==> config.mk <==
export PLATFORM = sky130hd
export DESIGN_NAME = mii_mgmt_engine
export DESIGN_NICKNAME = d
export VERILOG_FILES = /design/src/rtl/mii_mgmt_pkg.sv /design/src/rtl/mii_mdc_gen.sv /design/src/rtl/mii_frame_engine.sv /design/src/rtl/mii_host_regs.sv /design/src/rtl/mii_mgmt_engine.sv
export SDC_FILE = /design/constraint.sdc
export NUM_CORES = 1
export LEC_CHECK = 0
export ABC_AREA = 1
export BUFFER_PORTS_ARGS = -buffer_cell sky130_fd_sc_hd__buf_2
export CAP_MARGIN = 5
export CORE_MARGIN = 10
export CORE_UTILIZATION = 50
export CTS_CLUSTER_SIZE = 12
export DETAILED_ROUTE_END_ITERATION = 10
export PLACE_DENSITY = 0.69
export SYNTH_ARGS = -nofsm -noshare
export SYNTH_HDL_FRONTEND = slang
export SYNTH_SLANG_ARGS = --single-unit
==> constraint.sdc <==
create_clock -name clk -period 2.5 [get_ports clk]
set_clock_uncertainty 0.15 [all_clocks]
set_input_delay 0.125 -clock clk [delete_from_list [all_inputs] [get_ports clk]]
set_output_delay 0.125 -clock clk [all_outputs]
set_load 0.02 [all_outputs]
==> src/rtl/mii_mgmt_pkg.sv <==
package mii_mgmt_pkg;
  localparam int FRAME_LEN    = 64;
  localparam int PREAMBLE_LEN = 32;
  localparam int DRIVE_RD_LEN = 46;
  localparam int DATA_FIRST   = 48;
  localparam int FIELD_W      = 5;
  localparam int WORD_W       = 16;

  typedef enum logic [2:0] {
    HREG_CMD = 3'd0,
    HREG_SEL = 3'd1,
    HREG_WLO = 3'd2,
    HREG_WHI = 3'd3,
    HREG_PHY = 3'd4
  } host_reg_e;

  typedef struct packed {
    logic               wr;
    logic [FIELD_W-1:0] phy;
    logic [FIELD_W-1:0] regn;
    logic [WORD_W-1:0]  wdata;
  } mgmt_req_t;

  // Whole frame, MSB leaves first.
  function automatic logic [FRAME_LEN-1:0] build_frame(mgmt_req_t r);
    logic [1:0]        op;
    logic [1:0]        ta;
    logic [WORD_W-1:0] dat;
    op  = r.wr ? 2'b01 : 2'b10;
    ta  = r.wr ? 2'b10 : 2'b00;
    dat = r.wr ? r.wdata : '0;
    return {{PREAMBLE_LEN{1'b1}}, 2'b01, op, r.phy, r.regn, ta, dat};
  endfunction

  // Whether the engine owns the line for bit index idx.
  function automatic logic drive_bit(logic wr, logic [5:0] idx);
    return wr || (idx < 6'(DRIVE_RD_LEN));
  endfunction
endpackage

==> src/rtl/mii_mdc_gen.sv <==
module mii_mdc_gen #(
  parameter int CLK_DIV = 8
) (
  input  logic clk,
  input  logic rst_n,
  output logic mdc_o,
  output logic rise_tick_o,
  output logic fall_tick_o
);
  localparam int HALF = CLK_DIV / 2;
  localparam int CW   = (CLK_DIV > 2) ? $clog2(CLK_DIV) : 1;

  logic [CW-1:0] cnt;

  assign rise_tick_o = (cnt == CW'(HALF - 1));
  assign fall_tick_o = (cnt == CW'(CLK_DIV - 1));

  always_ff @(posedge clk) begin
    if (!rst_n) begin
      cnt   <= '0;
      mdc_o <= 1'b0;
    end else begin
      cnt <= fall_tick_o ? '0 : cnt + 1'b1;
      if (rise_tick_o)      mdc_o <= 1'b1;
      else if (fall_tick_o) mdc_o <= 1'b0;
    end
  end

  p_mdc_toggle_r2: assert property (@(posedge clk) disable iff (!rst_n)
    (mdc_o != $past(mdc_o)) |-> $past(rise_tick_o || fall_tick_o));
endmodule

==> src/rtl/mii_frame_engine.sv <==
module mii_frame_engine
  import mii_mgmt_pkg::*;
(
  input  logic              clk,
  input  logic              rst_n,
  input  logic              rise_tick,
  input  logic              fall_tick,
  input  logic              req_valid,
  input  mgmt_req_t         req,
  output logic              ack_o,
  output logic              done_o,
  output logic              done_rd_o,
  output logic [WORD_W-1:0] rdata_o,
  output logic              active_o,
  output logic              mdio_o,
  output logic              mdio_oe_o,
  input  logic              mdio_i
);
  logic                 active, is_wr, oe;
  logic [5:0]           bitcnt;
  logic [FRAME_LEN-1:0] shreg;
  logic [WORD_W-1:0]    rdsh;

  assign ack_o     = fall_tick && !active && req_valid;
  assign active_o  = active;
  assign mdio_o    = shreg[FRAME_LEN-1];
  assign mdio_oe_o = oe;
  assign rdata_o   = rdsh;

  always_ff @(posedge clk) begin
    if (!rst_n) begin
      active    <= 1'b0;
      is_wr     <= 1'b0;
      oe        <= 1'b0;
      bitcnt    <= '0;
      shreg     <= '0;
      rdsh      <= '0;
      done_o    <= 1'b0;
      done_rd_o <= 1'b0;
    end else begin
      done_o    <= 1'b0;
      done_rd_o <= 1'b0;
      if (fall_tick) begin
        if (ack_o) begin
          active <= 1'b1;
          is_wr  <= req.wr;
          shreg  <= build_frame(req);
          bitcnt <= '0;
          oe     <= 1'b1;
        end else if (active) begin
          if (bitcnt == 6'(FRAME_LEN - 1)) begin
            active    <= 1'b0;
            oe        <= 1'b0;
            shreg     <= '0;
            done_o    <= 1'b1;
            done_rd_o <= !is_wr;
          end else begin
            shreg  <= {shreg[FRAME_LEN-2:0], 1'b0};
            bitcnt <= bitcnt + 6'd1;
            oe     <= drive_bit(is_wr, bitcnt + 6'd1);
          end
        end
      end
      if (rise_tick && active && !is_wr && bitcnt >= 6'(DATA_FIRST))
        rdsh <= {rdsh[WORD_W-2:0], mdio_i};
    end
  end

  p_mdio_on_fall_r2: assert property (@(posedge clk) disable iff (!rst_n)
    ((mdio_o != $past(mdio_o)) || (oe != $past(oe))) |-> $past(fall_tick));
  p_oe_starts_frame_r3: assert property (@(posedge clk) disable iff (!rst_n)
    $rose(oe) |-> (active && bitcnt == 6'd0));
  p_sample_on_rise_r3: assert property (@(posedge clk) disable iff (!rst_n)
    (rdsh != $past(rdsh)) |-> $past(rise_tick));
  p_done_pulse_r6: assert property (@(posedge clk) disable iff (!rst_n)
    done_o |=> !done_o);
endmodule

==> src/rtl/mii_host_regs.sv <==
module mii_host_regs
  import mii_mgmt_pkg::*;
(
  input  logic              clk,
  input  logic              rst_n,
  input  logic              host_we,
  input  logic [2:0]        host_addr,
  input  logic [7:0]        host_wdata,
  input  logic              ack,
  input  logic              done,
  input  logic              done_rd,
  input  logic [WORD_W-1:0] eng_rdata,
  input  logic              eng_active,
  output logic              req_valid_o,
  output mgmt_req_t         req_o,
  output logic [2:0]        status_o,
  output logic [7:0]        rdata_lo_o,
  output logic [7:0]        rdata_hi_o
);
  logic [1:0]         cmd;
  logic [FIELD_W-1:0] sel, phy;
  logic [7:0]         wlo;
  logic [WORD_W-1:0]  wword, rdata;
  logic               pend_rd, pend_wr, nvalid, busy;
  logic               wr_cmd, launch_rd, launch_wr, scan_on;

  assign wr_cmd    = host_we && host_addr == HREG_CMD;
  assign launch_rd = wr_cmd && host_wdata[0] && !cmd[0];
  assign scan_on   = wr_cmd && host_wdata[1] && !cmd[1];
  assign launch_wr = host_we && host_addr == HREG_WHI;

  // Priority: write, then one-shot read, then scan.
  assign req_valid_o = pend_wr || pend_rd || cmd[1];
  assign req_o       = '{wr: pend_wr, phy: phy, regn: sel, wdata: wword};

  assign busy       = pend_rd || pend_wr || eng_active || done;
  assign status_o   = {nvalid, cmd[1], busy};
  assign rdata_lo_o = rdata[7:0];
  assign rdata_hi_o = rdata[15:8];

  always_ff @(posedge clk) begin
    if (!rst_n) begin
      cmd     <= '0;
      sel     <= '0;
      phy     <= '0;
      wlo     <= '0;
      wword   <= '0;
      rdata   <= '0;
      pend_rd <= 1'b0;
      pend_wr <= 1'b0;
      nvalid  <= 1'b0;
    end else begin
      if (host_we) begin
        case (host_addr)
          HREG_CMD: cmd   <= host_wdata[1:0];
          HREG_SEL: sel   <= host_wdata[FIELD_W-1:0];
          HREG_WLO: wlo   <= host_wdata;
          HREG_WHI: wword <= {host_wdata, wlo};
          HREG_PHY: phy   <= host_wdata[FIELD_W-1:0];
          default: ;
        endcase
      end
      if (launch_wr)              pend_wr <= 1'b1;
      else if (ack && pend_wr)    pend_wr <= 1'b0;
      if (launch_rd)                         pend_rd <= 1'b1;
      else if (ack && !pend_wr && pend_rd)   pend_rd <= 1'b0;
      if (launch_rd || scan_on) nvalid <= 1'b1;
      else if (done_rd)         nvalid <= 1'b0;
      if (done_rd) rdata <= eng_rdata;
    end
  end

  p_launch_once_r5: assert property (@(posedge clk) disable iff (!rst_n)
    $rose(pend_rd) |-> $past(wr_cmd && host_wdata[0] && !cmd[0]));
  p_busy_until_done_r6: assert property (@(posedge clk) disable iff (!rst_n)
    $fell(busy) |-> $past(done));
  p_nvalid_clear_r7: assert property (@(posedge clk) disable iff (!rst_n)
    $fell(nvalid) |-> $past(done_rd));
  p_write_first_r10: assert property (@(posedge clk) disable iff (!rst_n)
    (ack && pend_wr && !launch_wr) |=> (!pend_wr && $stable(pend_rd)));
endmodule

==> src/rtl/mii_mgmt_engine.sv <==
module mii_mgmt_engine
  import mii_mgmt_pkg::*;
#(
  parameter int CLK_DIV = 8
) (
  input  logic       clk,
  input  logic       rst_n,
  input  logic       host_we,
  input  logic [2:0] host_addr,
  input  logic [7:0] host_wdata,
  output logic [2:0] status_o,
  output logic [7:0] rdata_lo_o,
  output logic [7:0] rdata_hi_o,
  output logic       mdc_o,
  output logic       mdio_o,
  output logic       mdio_oe_o,
  input  logic       mdio_i
);
  logic              rise_tick, fall_tick;
  logic              req_valid, ack, done, done_rd, active;
  mgmt_req_t         req;
  logic [WORD_W-1:0] eng_rdata;

  mii_mdc_gen #(.CLK_DIV(CLK_DIV)) u_mdc (
    .clk(clk), .rst_n(rst_n), .mdc_o(mdc_o),
    .rise_tick_o(rise_tick), .fall_tick_o(fall_tick)
  );

  mii_host_regs u_regs (
    .clk(clk), .rst_n(rst_n), .host_we(host_we), .host_addr(host_addr),
    .host_wdata(host_wdata), .ack(ack), .done(done), .done_rd(done_rd),
    .eng_rdata(eng_rdata), .eng_active(active), .req_valid_o(req_valid),
    .req_o(req), .status_o(status_o), .rdata_lo_o(rdata_lo_o),
    .rdata_hi_o(rdata_hi_o)
  );

  mii_frame_engine u_eng (
    .clk(clk), .rst_n(rst_n), .rise_tick(rise_tick), .fall_tick(fall_tick),
    .req_valid(req_valid), .req(req), .ack_o(ack), .done_o(done),
    .done_rd_o(done_rd), .rdata_o(eng_rdata), .active_o(active),
    .mdio_o(mdio_o), .mdio_oe_o(mdio_oe_o), .mdio_i(mdio_i)
  );
endmodule

## Yosys cells after proc, flatten, opt, wreduce, memory -nomap -nowiden

Cells that the tools add are included.

- Muxes and demuxes: 24
- $lt $le $gt $ge: 2
- Bitwise logic cells: 4
- Add/subtract/negate cells: 2
- Equal/unequal tests: 8
- Reductions and logical operators: 42

Operators by type and width:

| operator | count |
|---|---|
| $mux 64 | 3 |
| $mux 6 | 3 |
| $mux 16 | 1 |
| $mux 1 | 15 |
| $logic_and 1x1->1 | 14 |
| $reduce_and 2->1 | 7 |
| $reduce_bool 2->1 | 5 |
| $eq 3x2->1 const B | 3 |
| $add 6x1->6 const B | 1 |
| $eq 3x3->1 const B | 2 |
| $eq 6x6->1 const B | 1 |
| $ge 6x6->1 const B | 1 |
| $logic_or 1x1->1 | 6 |
| $lt 6x6->1 const B | 1 |
| $logic_not 1->1 | 5 |
| $reduce_or 5->1 | 1 |
| $mux 2 | 2 |
| $not 1->1 | 4 |
| $reduce_or 4->1 | 1 |
| $add 3x1->3 const B | 1 |
| $eq 3x1->1 const B | 1 |
| $logic_not 3->1 | 1 |
| $reduce_and 3->1 | 1 |
| $ne 2x2->1 const B | 1 |
| $reduce_or 2->1 | 1 |

- Logic and storage cells: 101
- Input port bits: 15
- Register bits: 150

## Logic depth before layout (Yosys ltp)

Gate-level depths: netlist of run 1.

- Depth after elaboration: 7
- Gate-level depth with buffers: 11

## Hierarchy

A second synthesis of run 1 with hierarchy kept.

- Cell total of the unflattened synthesis: 758
- Area, all modules: 5839.4 um^2

By module, submodules not included:

| module | instances | cells an instance | area an instance (um^2) |
|---|---|---|---|
| mii_frame_engine | 1 | 481 | 3684.8 |
| mii_host_regs | 1 | 258 | 1989.4 |
| mii_mdc_gen | 1 | 19 | 165.2 |

## Worst setup path before layout of run 1

No wires, ideal clock.

- Path type: register to register
- From: reg u_mdc.cnt[0]
- To: reg u_eng.shreg[10]
- Slack: 749 ps
- Data required time: 2294 ps
- Stages on the path, launching flop included: 12
- Path buffers: 1
- Setup time: 56 ps
- Arrival: 1545 ps
- Clock period less this slack: 1751 ps
- Cells stage by stage: dfxtp_1 > ha_1 > ha_1 > inv_2 > nor2_1 > nand2_2 > nor2_4 > buf_6 > nand2_1 > nand3_1 > o211ai_2 > inv_2

- Cells in the longest elaborated chain, start to end: 5

RTL lines:

| what | line | text |
|---|---|---|
| start: declaration | mii_mdc_gen.sv:13 | `logic [CW-1:0] cnt;` |
| start signal: assignment | mii_mdc_gen.sv:23 | `cnt <= fall_tick_o ? '0 : cnt + 1'b1;` |
| $eq 3x3->1 (*) | mii_mdc_gen.sv:16 | `assign fall_tick_o = (cnt == CW'(CLK_DIV - 1));` |
| $logic_and 1x1->1 (2 in series) | mii_frame_engine.sv:24 | `assign ack_o = fall_tick && !active && req_valid;` |
| $reduce_bool 2->1 (no source line) | - |  |
| $reduce_and 2->1 (no source line) | - |  |
| end signal: assignment | mii_frame_engine.sv:47 | `shreg <= build_frame(req);` |
| end signal: assignment | mii_frame_engine.sv:58 | `shreg <= {shreg[FRAME_LEN-2:0], 1'b0};` |
| end: declaration | mii_frame_engine.sv:21 | `logic [FRAME_LEN-1:0] shreg;` |

Every way passes the cells marked *; elsewhere a longest branch is shown, timed or not.
A chain may end at the register's enable or synchronous reset.

## Worst setup path in the final report of run 1

- From: in host_addr[2]
- To: reg u_regs.cmd[0]

- Cells in the longest elaborated chain, start to end: 2

RTL lines:

| what | line | text |
|---|---|---|
| start: declaration | mii_mgmt_engine.sv:9 | `input logic [2:0] host_addr,` |
| $logic_not 3->1 | mii_host_regs.sv:54 | `case (host_addr)` |
| $reduce_and 2->1 (no source line) | - |  |
| end signal: assignment | mii_host_regs.sv:55 | `HREG_CMD: cmd <= host_wdata[1:0];` |
| end: declaration | mii_host_regs.sv:20 | `logic [1:0] cmd;` |

Every way passes these cells.

==> results of run 1 <==
report_power, final:
part / leakage [nW] / total (mW) / internal (mW) / switching [mW]
clock network: 0.297 / 2.62 / 1.61 / 1.01
logic: 1.47 / 0.153 / 0.0577 / 0.0953
registers: 1.21 / 2.43 / 2.42 / 0.0151
layout make-up:
cell class	instances	area (µm²)	area share (%)
flip-flops and latches	150	3000	43.5
well taps	143	179	2.59
clock inverters	14	173	2.50
repair buffers	60	423	6.13
inverters	62	233	3.37
clock buffers	18	439	6.37
multi-input cells	504	2450	35.5
critical path, stage by stage:
cell,delay (ns)
dlygate4sd3_1,0.53
buf_2,0.13
nor3_1,0.39
nand2_1,0.08
dlygate4sd3_1,0.57
a21oi_1,0.15
dlygate4sd3_1,0.57
registers in the layout (all words and copies together), names as in the netlist:
signal / cells
u_regs.sel: 5
u_eng.is_wr: 1
u_regs.wlo: 8
u_mdc.mdc_o: 1
u_mdc.cnt: 3
u_regs.phy: 5
u_regs.pend_wr: 1
u_eng.done_rd_o: 1
u_eng.mdio_oe_o: 1
u_regs.wword: 16
u_eng.bitcnt: 6
u_eng.done_o: 1
u_eng.shreg: 64
u_regs.rdata: 16
u_eng.rdata_o: 16
u_regs.nvalid: 1
u_regs.pend_rd: 1
u_eng.active_o: 1
u_regs.cmd: 2
cell usage in the layout (no fill, tap or decap), types with 2 or more instances in the layout:
cell | synthesis | final
nand2_2 | 3 | 3
inv_2 | 5 | 5
clkinv_1 | 2 | 2
nand2_1 | 72 | 72
nor3_1 | 3 | 3
o21ai_0 | 123 | 123
nand3_1 | 44 | 44
inv_1 | 55 | 55
ha_1 | 5 | 5
clkbuf_16 | 0 | 17
nor2_2 | 3 | 3
buf_2 | 11 | 35
inv_6 | 0 | 4
buf_12 | 0 | 2
bufinv_16 | 0 | 3
o211ai_2 | 15 | 15
dfxtp_1 | 150 | 150
clkinv_4 | 0 | 2
clkinv_2 | 0 | 3
dlygate4sd3_1 | 0 | 14
clkinvlp_4 | 0 | 2
nor2_4 | 2 | 2
nor2_1 | 146 | 146
o21ai_1 | 6 | 6
buf_4 | 5 | 9
a21oi_1 | 76 | 76
worst max-delay path by stage:
stage,slack [ns],cells after the start,endpoint,startpoint
5_1_grt,0.05,7,u_regs.cmd[0],host_addr[2]
6_report,0.17,7,u_regs.cmd[0],host_addr[2]
4_1_cts,0.23,7,u_regs.cmd[0],host_addr[2]
3_5_place_dp,0.44,10,u_eng.shreg[5],u_mdc.cnt[0]
2_1_floorplan,0.75,11,u_eng.shreg[10],u_mdc.cnt[0]
3_3_place_gp,0.52,10,u_eng.shreg[15],u_mdc.cnt[0]
metal layers:
| layer | global-route usage [%] | share of wire, % | vias up |
|---|---|---|---|
| li1 | - | - | 2569 |
| met1 | 18.8 | 48 | 2285 |
| met2 | 24.8 | 47 | 84 |
| met3 | 5.06 | 4.2 | 9 |
| met4 | 5.15 | 0.80 | 0 |
| met5 | 0 | 0 | - |
cells by family after synthesis:
family / Yosys count / share of synthesized area, %
AO/OA/AOI/OAI: 223 / 20.9
XOR/XNOR: 1 / 0.147
adder cells (fa/ha/maj): 5 / 1.05
buffers and inverters: 110 / 8.27
flip-flops: 150 / 50.5
AND/OR/NAND/NOR: 275 / 19.1
==> flow_metrics.tcl, run 1 <==
set metrics [dict create \
    synth_cell_types 28 \
    path_max_fanout 4 \
    dp_hpwl_um 7930 \
    critPathArrivalTime_ns 2.54 \
    syn_inst 764 \
    synth.area.top_cells "dfxtp_1 51%, o21ai_0 10%, nor2_1 9.2%, a21oi_1 6.4%, nand2_1 4.5%" \
    grt_pass1_vias 4668 \
    r2r-end "u_eng.shreg[20]" \
    holdWs_ns 0.0607 \
    antenna_found_initial 0 \
    post-place-ws_ns 0.442 \
    power_mw 5.20 \
    ant_nets 0 \
    dp.cells 905 \
    fmax_mhz 429 \
    netlist.area_leader.share_pct 50.5 \
    io_pins 37 \
    overflow 0 \
    tritoncts "built" \
    postCtsSetupBuffers 0 \
    post_drt_wl_per_cell_um 13.1 \
    die_h_um 129 \
    synth-edff-count 0 \
    p_leak_nw 2.98 \
    fin_crit_sh_pct 93.3 \
    status "finished clean" \
    vias_per_cell 5.20 \
    critPathKind "in2reg" \
    hold_violations 0 \
    nFillCells 1005 \
    maxSlewHeadroom_pct 62.8 \
    ctsHoldBuffers 14 \
    antenna_cells 0 \
    worst_slack_ns 0.167 \
    r2r_slack_ns 0.42 \
    fin_nets 815 \
    worstPathRequired_ns 2.71 \
    peakVddDrop_mv 0.590 \
    place_area_mm2 0.00615 \
    rsz0062_at_grt "false" \
    fin_cells 951 \
    async_flop_share_pct 0 \
    fin_crit_ns 2.33 \
    clock_sinks 150 \
    htree_num_levels 4 \
    hp-start "host_addr[0]" \
    grt_max_degree 50 \
    max_cap_violations 0 \
    powerDensity_mw_per_mm2 754 \
    place.gp.congestion 0.745 \
    io_buffer_count 36 \
    synth-seq-cells 150 \
    drt_pass1_iterations 5 \
    timing.rr.start "u_mdc.cnt[0]" \
    syn-num-nets 784 \
    root_buffer "clkbuf_16" \
    drv_slew 0 \
    worst_pin_slew_ns 0.558 \
    yosysTopAreaCell "dfxtp_1" \
    cp-end-kind "flop" \
    tns_ns 0 \
    seq_area_frac_synth_pct 50.5 \
    path_clk_slew_ns 0.06 \
    grt_use_total_pct 15.3 \
    row_count 39 \
    synth_area_per_cell_um2 7.78 \
    grt_pass1_wl_um 21000 \
    synth_area_mm2 0.00594 \
    syn_to_final_growth_pct 16.1 \
    ys_warn_count 0 \
    start_util_pct 51.6 \
    clock_path_buffers 2 \
    reg2reg_depth 9 \
    insertion_delay_ns 0.42 \
    synth_common_cells "150 x dfxtp_1, 146 x nor2_1, 123 x o21ai_0" \
    coreArea_mm2 0.0115 \
    synth_ff_type "dfxtp_1" \
    worstHoldPathCells 4 \
    drc 0 \
    setup_viol 0 \
    die_area_mm2 0.0167 \
    drt_wl_total_um 12400 \
    drive_gt1_share_pct 13.4 \
    yosysMostFrequentCell "dfxtp_1" \
    die-width_um 129 \
    dr.first_iter.drc_count 407 \
    min_to "u_regs.sel[0]" \
    cts_buffers 17 \
    fin_area_mm2 0.00690 \
    final_core_util_pct 59.9 \
    hp-class "in2reg" \
    post_cts_resized 0 \
    worstSetupStartpointType "primary input" \
    vias 4947 \
]
Note: power is estimated with default switching activity, not from simulation.
==> run 2: changes to the inputs <==
--- a/config.mk
+++ b/config.mk
@@ -13,6 +13,7 @@
 export CTS_CLUSTER_SIZE = 12
 export DETAILED_ROUTE_END_ITERATION = 10
 export PLACE_DENSITY = 0.69
+export SETUP_SLACK_MARGIN = 0.3
 export SYNTH_ARGS = -nofsm -noshare
 export SYNTH_HDL_FRONTEND = slang
 export SYNTH_SLANG_ARGS = --single-unit
==> run 2 against run 1 <==
  * Worst setup slack better by 0.26 ns
  * Global-route usage about the same
  * Combinational power about the same
  * Critical endpoint is now u_eng.shreg[20]
  * Cell count up 0.11%
  * Worst hold slack worse by 0.023 ns
  * Critical path type is now reg2reg
  * Via count up 0.34%
  * Count of clock-buffer cells in the layout unchanged
==> flow_metrics.tcl, run 2 (synthesis gave the netlist of run 1 again) <==
set metrics [dict create \
    row_count 39 \
    grt_max_degree 50 \
    maxSlewHeadroom_pct 62.5 \
    worstPathCellList "ha_1 > ha_1 > inv_2 > nor2_1 > nand2_2 > buf_4 > nand2_1 > o21ai_0 > a21oi_1" \
    fin_cells 952 \
    coreArea_mm2 0.0115 \
    power_frac_clock_pct 50.3 \
    critPathKind "reg2reg" \
    root_buffer "clkbuf_16" \
    fin_crit_ns 2.08 \
    final_common_cell "dfxtp_1" \
    worstPathBufferInverterCount 2 \
    io_pins 37 \
    hp-class "in2reg" \
    antenna_found_initial 0 \
    power_frac_seq_pct 46.7 \
    die-width_um 129 \
    cts_buffers 17 \
    status "finished clean" \
    io_buffer_count 36 \
    drc 0 \
    insertion_delay_ns 0.42 \
    fin_nets 816 \
    largest_reg_flops 64 \
    p_sw_mw 1.13 \
    max_cap_violations 0 \
    fin_crit_sh_pct 83.0 \
    cp-end-kind "flop" \
    tritoncts "built" \
    regMostFlops "u_eng.shreg" \
    worstPathRequired_ns 2.63 \
    powerDensity_mw_per_mm2 753 \
    p_sw_share_pct 21.6 \
    overflow 0 \
    worst_pin_slew_ns 0.562 \
    setup_viol 0 \
    path_clk_slew_ns 0.06 \
    drv_slew 0 \
    die_h_um 129 \
    die_area_mm2 0.0167 \
    intPower_mw 4.08 \
    vias 4964 \
    dp.cells 905 \
    share_comb_of_total_power_pct 2.9 \
    vias_per_cell 5.21 \
    peakVddDrop_mv 0.583 \
    path_max_fanout 27 \
    fmax_mhz 482 \
    worstSetupStartpointType "flop" \
    p_leak_nw 2.99 \
    drt_pass1_iterations 5 \
    hold_violations 0 \
    layout_common_cells "150 x dfxtp_1, 146 x nor2_1, 123 x o21ai_0" \
    critPathMostFrequentCell "ha_1" \
    htree_num_levels 4 \
    ant_nets 0 \
    critPathArrivalTime_ns 2.21 \
    tns_ns 0 \
    crit_path_max_incr_delay_ns 0.33 \
    drt_wl_total_um 12400 \
    dp_hpwl_um 7930 \
    clock_path_buffers 2 \
    grt_pass1_vias 4691 \
    rsz0062_at_grt "false" \
    clock_sinks 150 \
    antenna_cells 0 \
    grt_use_total_pct 15.3 \
    grt_pass1_wl_um 21100 \
    syn_to_final_growth_pct 16.3 \
    post_drt_wl_per_cell_um 13.0 \
    start_util_pct 51.6 \
    crit_family "adder cells" \
    place.gp.congestion 0.745 \
    cp_slowest_cell "dfxtp_1" \
    dr.first_iter.drc_count 411 \
    drive_gt1_share_pct 13.3 \
]
==> run 2: changes by cell type in the layout (fill, tap and decap cells not counted) <==
| cell | delta |
|---|---|
| buf_4 | -1 |
| buf_6 | +1 |
| dlygate4sd3_1 | +1 |
==> run 2: routing by layer <==
layer | global-route usage, % | share of wire [%] | vias to the layer above
met1 | 18.9 | 47 | 2293
met3 | 5.06 | 4.2 | 11
met4 | 5.15 | 0.94 | 0
met2 | 24.8 | 47 | 85
met5 | 0 | 0 | -
li1 | - | - | 2575
==> run 2: area by class of cell <==
type / instances / area [µm²]
sequential: 150 / 3000
multi-input combinational: 504 / 2450
inverter: 62 / 233
tap: 143 / 179
clock buffer: 18 / 439
timing repair buffer: 61 / 437
clock inverter: 14 / 173
fill: 999 / 4600
==> run 2: path summary, 6_finish.rpt <==
kind                         start                to  slack, ns  cells after the start
setup / recovery      u_mdc.cnt[0]   u_eng.shreg[20]       0.42                      9
hold / removal        host_addr[2]     u_regs.nvalid       0.04                      6
setup reg to reg      u_mdc.cnt[0]   u_eng.shreg[20]       0.42                      9
hold reg to reg   u_regs.wword[12]  u_regs.wword[12]       0.29                      2
==> run 2: worst reg2reg max path: stages, from the launching register on <==
cell and delay [ns]:
dfxtp_1 0.33, ha_1 0.22, ha_1 0.26, inv_2 0.10, nor2_1 0.05, nand2_2 0.15, buf_4 0.32, nand2_1 0.11
o21ai_0 0.12, a21oi_1 0.13
==> run 2: repair_timing <==
item                                    CTS  global route
buffers inserted                          0             0
hold buffers                             15             0
endpoints found under the setup margin    0            12
endpoints found under the hold margin    31             0
resized for setup                         0             1
==> run 2: metrics by stage <==
step / setup WS, ns / util, % / power (mW) / hold slack (ns) / instance area [µm²]
after floorplan: 0.749 / - / 2.58 / 0.122 / 5940
after global placement: 0.517 / 53.4 / 2.62 / 0.231 / 6150
after detailed placement: 0.442 / 53.4 / 2.62 / 0.258 / 6150
after CTS: 0.426 / 60.0 / 5.25 / 0.0222 / 6910
after global routing: 0.316 / 60.0 / 5.39 / 0.0599 / 6910
final: 0.424 / 60.0 / 5.21 / 0.0374 / 6910
==> run 2: power by group through the flow <==
| stage | Sequential [mW] | Combinational, mW | Clock [mW] |
|---|---|---|---|
| 6_report | 2.43 | 0.152 | 2.62 |
| 5_1_grt | 2.43 | 0.174 | 2.78 |
| 4_1_cts | 2.43 | 0.153 | 2.67 |
| 3_5_place_dp | 2.49 | 0.139 | 0 |
| 3_3_place_gp | 2.49 | 0.133 | 0 |
| 2_1_floorplan | 2.48 | 0.0971 | 0 |
==> run 3: changes to the inputs <==
--- a/config.mk
+++ b/config.mk
@@ -12,7 +12,7 @@
 export CORE_UTILIZATION = 50
 export CTS_CLUSTER_SIZE = 12
 export DETAILED_ROUTE_END_ITERATION = 10
-export PLACE_DENSITY = 0.69
+export PLACE_DENSITY = 0.71
 export SETUP_SLACK_MARGIN = 0.3
 export SYNTH_ARGS = -nofsm -noshare
 export SYNTH_HDL_FRONTEND = slang
==> constraint.sdc (replaced) <==
create_clock -name clk -period 1.9 [get_ports clk]
set_clock_uncertainty 0.15 [all_clocks]
set_input_delay 0.095 -clock clk [delete_from_list [all_inputs] [get_ports clk]]
set_output_delay 0.095 -clock clk [all_outputs]
set_load 0.02 [all_outputs]
==> run 3 against run 2 <==
  * Clock power grew 14%
  * Combinational power grew 44%
  * Total power grew 23%
  * Maximum frequency grew 21%
  * Global-route usage grew 0.89 points
  * Register-to-register slack lost 0.24 ns
  * Design area grew 6.8%
  * Worst setup slack lost 0.24 ns
  * Utilization grew 4.1 points
  * Sequential power grew 32%
  * Largest cell class unchanged
==> flow_metrics.tcl, run 3 (synthesis gave the netlist of run 1 again) <==
set metrics [dict create \
    ant_nets 0 \
    regMostFlops "u_eng.shreg" \
    vias 5222 \
    layout_common_cells "145 x dfxtp_1, 144 x nor2_1, 75 x o21ai_0" \
    drive_gt1_share_pct 21.3 \
    critPathMostFrequentCell "ha_4" \
    clock_sinks 150 \
    status "finished clean" \
    die_h_um 129 \
    p_sw_mw 1.35 \
    nFillCells 886 \
    drt_wl_total_um 13500 \
    tns_ns 0 \
    drc 0 \
    grtUsageMet3_pct 3.55 \
    fin_crit_ns 1.72 \
    antenna_cells 0 \
    intPower_mw 5.06 \
    hold_violations 0 \
    grt_pass1_wl_um 22400 \
    power_frac_seq_pct 50.0 \
    grt_use_total_pct 16.2 \
    peakVddDrop_mv 0.546 \
    r2r_slack_ns 0.18 \
    power_mw 6.41 \
    drt_pass1_iterations 5 \
    post-place-ws_ns 0.0247 \
    crit_family "buffers and inverters" \
    start_util_pct 51.6 \
    drv_slew 0 \
    final_common_cell "dfxtp_1" \
    vias_per_cell 5.39 \
    root_buffer "clkbuf_16" \
    tritoncts "built" \
    max_cap_violations 0 \
    p_sw_share_pct 21.1 \
    syn_to_final_growth_pct 24.2 \
    overflow 0 \
    setup_viol 0 \
    fin_crit_sh_pct 90.3 \
    fin_nets 834 \
    critPathArrivalTime_ns 1.87 \
    rsz0062_at_grt "true" \
    grtUsageMet2_pct 26.4 \
    dr.first_iter.drc_count 327 \
    worst_pin_slew_ns 0.516 \
    maxSlewHeadroom_pct 65.4 \
    die-width_um 129 \
    grt_pass1_vias 4900 \
    share_comb_of_total_power_pct 3.4 \
    cts_buffers 17 \
    io_buffer_count 36 \
    grtUsageMet1_pct 20.0 \
    post_drt_wl_per_cell_um 14.0 \
    clock_path_buffers 2 \
    critPathKind "reg2reg" \
    io_pins 37 \
    cp_slowest_cell "dfxtp_2" \
    worst_slack_ns 0.184 \
    powerDensity_mw_per_mm2 868 \
    grt_max_degree 63 \
    dp_hpwl_um 7880 \
    worstPathCellList "ha_4 > ha_4 > buf_4 > nand2_4 > clkinvlp_4 > o21ai_2 > a21oi_1" \
    die_area_mm2 0.0167 \
    worstPathRequired_ns 2.05 \
    hp-class "in2reg" \
    path_max_fanout 6 \
    path_clk_slew_ns 0.05 \
    crit_path_max_incr_delay_ns 0.33 \
    grt_busiest_layer "met2" \
    coreArea_mm2 0.0115 \
    p_leak_nw 3.19 \
    worstSetupStartpointType "flop" \
    row_count 39 \
    largest_reg_flops 64 \
    power_frac_clock_pct 46.5 \
    insertion_delay_ns 0.42 \
    worstPathBufferInverterCount 2 \
    antenna_found_initial 0 \
    fmax_mhz 583 \
    cp-end-kind "flop" \
    place.gp.congestion 0.796 \
    htree_num_levels 4 \
]
## run 3: changes by cell type in the layout (fill, tap and decap cells not counted), moves of 5 or more
cell	change
dfxtp_1	-5
o21ai_0	-48
o21ai_2	+17
nand3_2	+13
nand2_1	-11
clkbuf_1	+7
nand3_1	-13
o21ai_1	+31
nand2_4	+7
buf_4	+8
## run 3: area by class of cell
class,instances,area [µm²],share of cell area [%]
clock buffer,28,507,6.86
clock inverter,3,17.5,0.237
inverter,62,246,3.34
multi-input combinational,505,2720,36.9
sequential,150,3010,40.8
tap,143,179,2.42
timing repair buffer,77,692,9.37
timing repair inverter,1,7.51,0.102
## run 3: tightest hold or removal path: stages
cell     delay [ns]
buf_2          0.11
nand3_1        0.18
o21ai_0        0.11
nor2_1         0.08
## run 3: power by group through the flow
stage          Clock [mW]  Combinational, mW  Sequential [mW]
6_report             2.98              0.219             3.21
5_1_grt              3.14              0.247             3.21
4_1_cts              3.03              0.214             3.21
3_5_place_dp            0              0.190             3.27
3_3_place_gp            0              0.182             3.27
2_1_floorplan           0              0.130             3.27
## run 3: layer usage
metal	vias to the layer above	part of all wire, %	wire length (µm)
li1	2622	-	-
met4	0	1.8	245
met2	104	49	6650
met1	2477	45	6090
met5	-	0	0
met3	19	4.1	549
## run 3: path summary, 6_finish.rpt
path,start,to,cells past startpoint
max,u_mdc.cnt[1],u_eng.shreg[23],7
min,host_we,u_regs.phy[1],4
max reg2reg,u_mdc.cnt[1],u_eng.shreg[23],7
min reg2reg,u_regs.wword[8],u_regs.wword[8],2
## run 3: repair_timing
| action | 4_1_cts | 5_1_grt |
|---|---|---|
| gates cloned | 4 | 2 |
| pin swaps | 6 | 8 |
| setup endpoints to repair | 82 | 93 |
| gates resized for setup | 82 | 49 |
| hold buffers | 12 | 0 |
| endpoints found under the hold margin | 39 | 0 |
| setup buffers | 10 | 0 |
## run 3: per-stage QoR
| stage | utilization, % | cells | hold WS (ns) | instance area (µm²) |
|---|---|---|---|---|
| after floorplan | - | 764 | 0.0924 | 5970 |
| after global placement | 54.1 | 910 | 0.206 | 6230 |
| after detailed placement | 54.1 | 910 | 0.220 | 6230 |
| after CTS | 62.7 | 967 | 0.0262 | 7220 |
| after global routing | 64.1 | 969 | 0.0908 | 7380 |
| final | 64.1 | 969 | 0.0430 | 7380 |
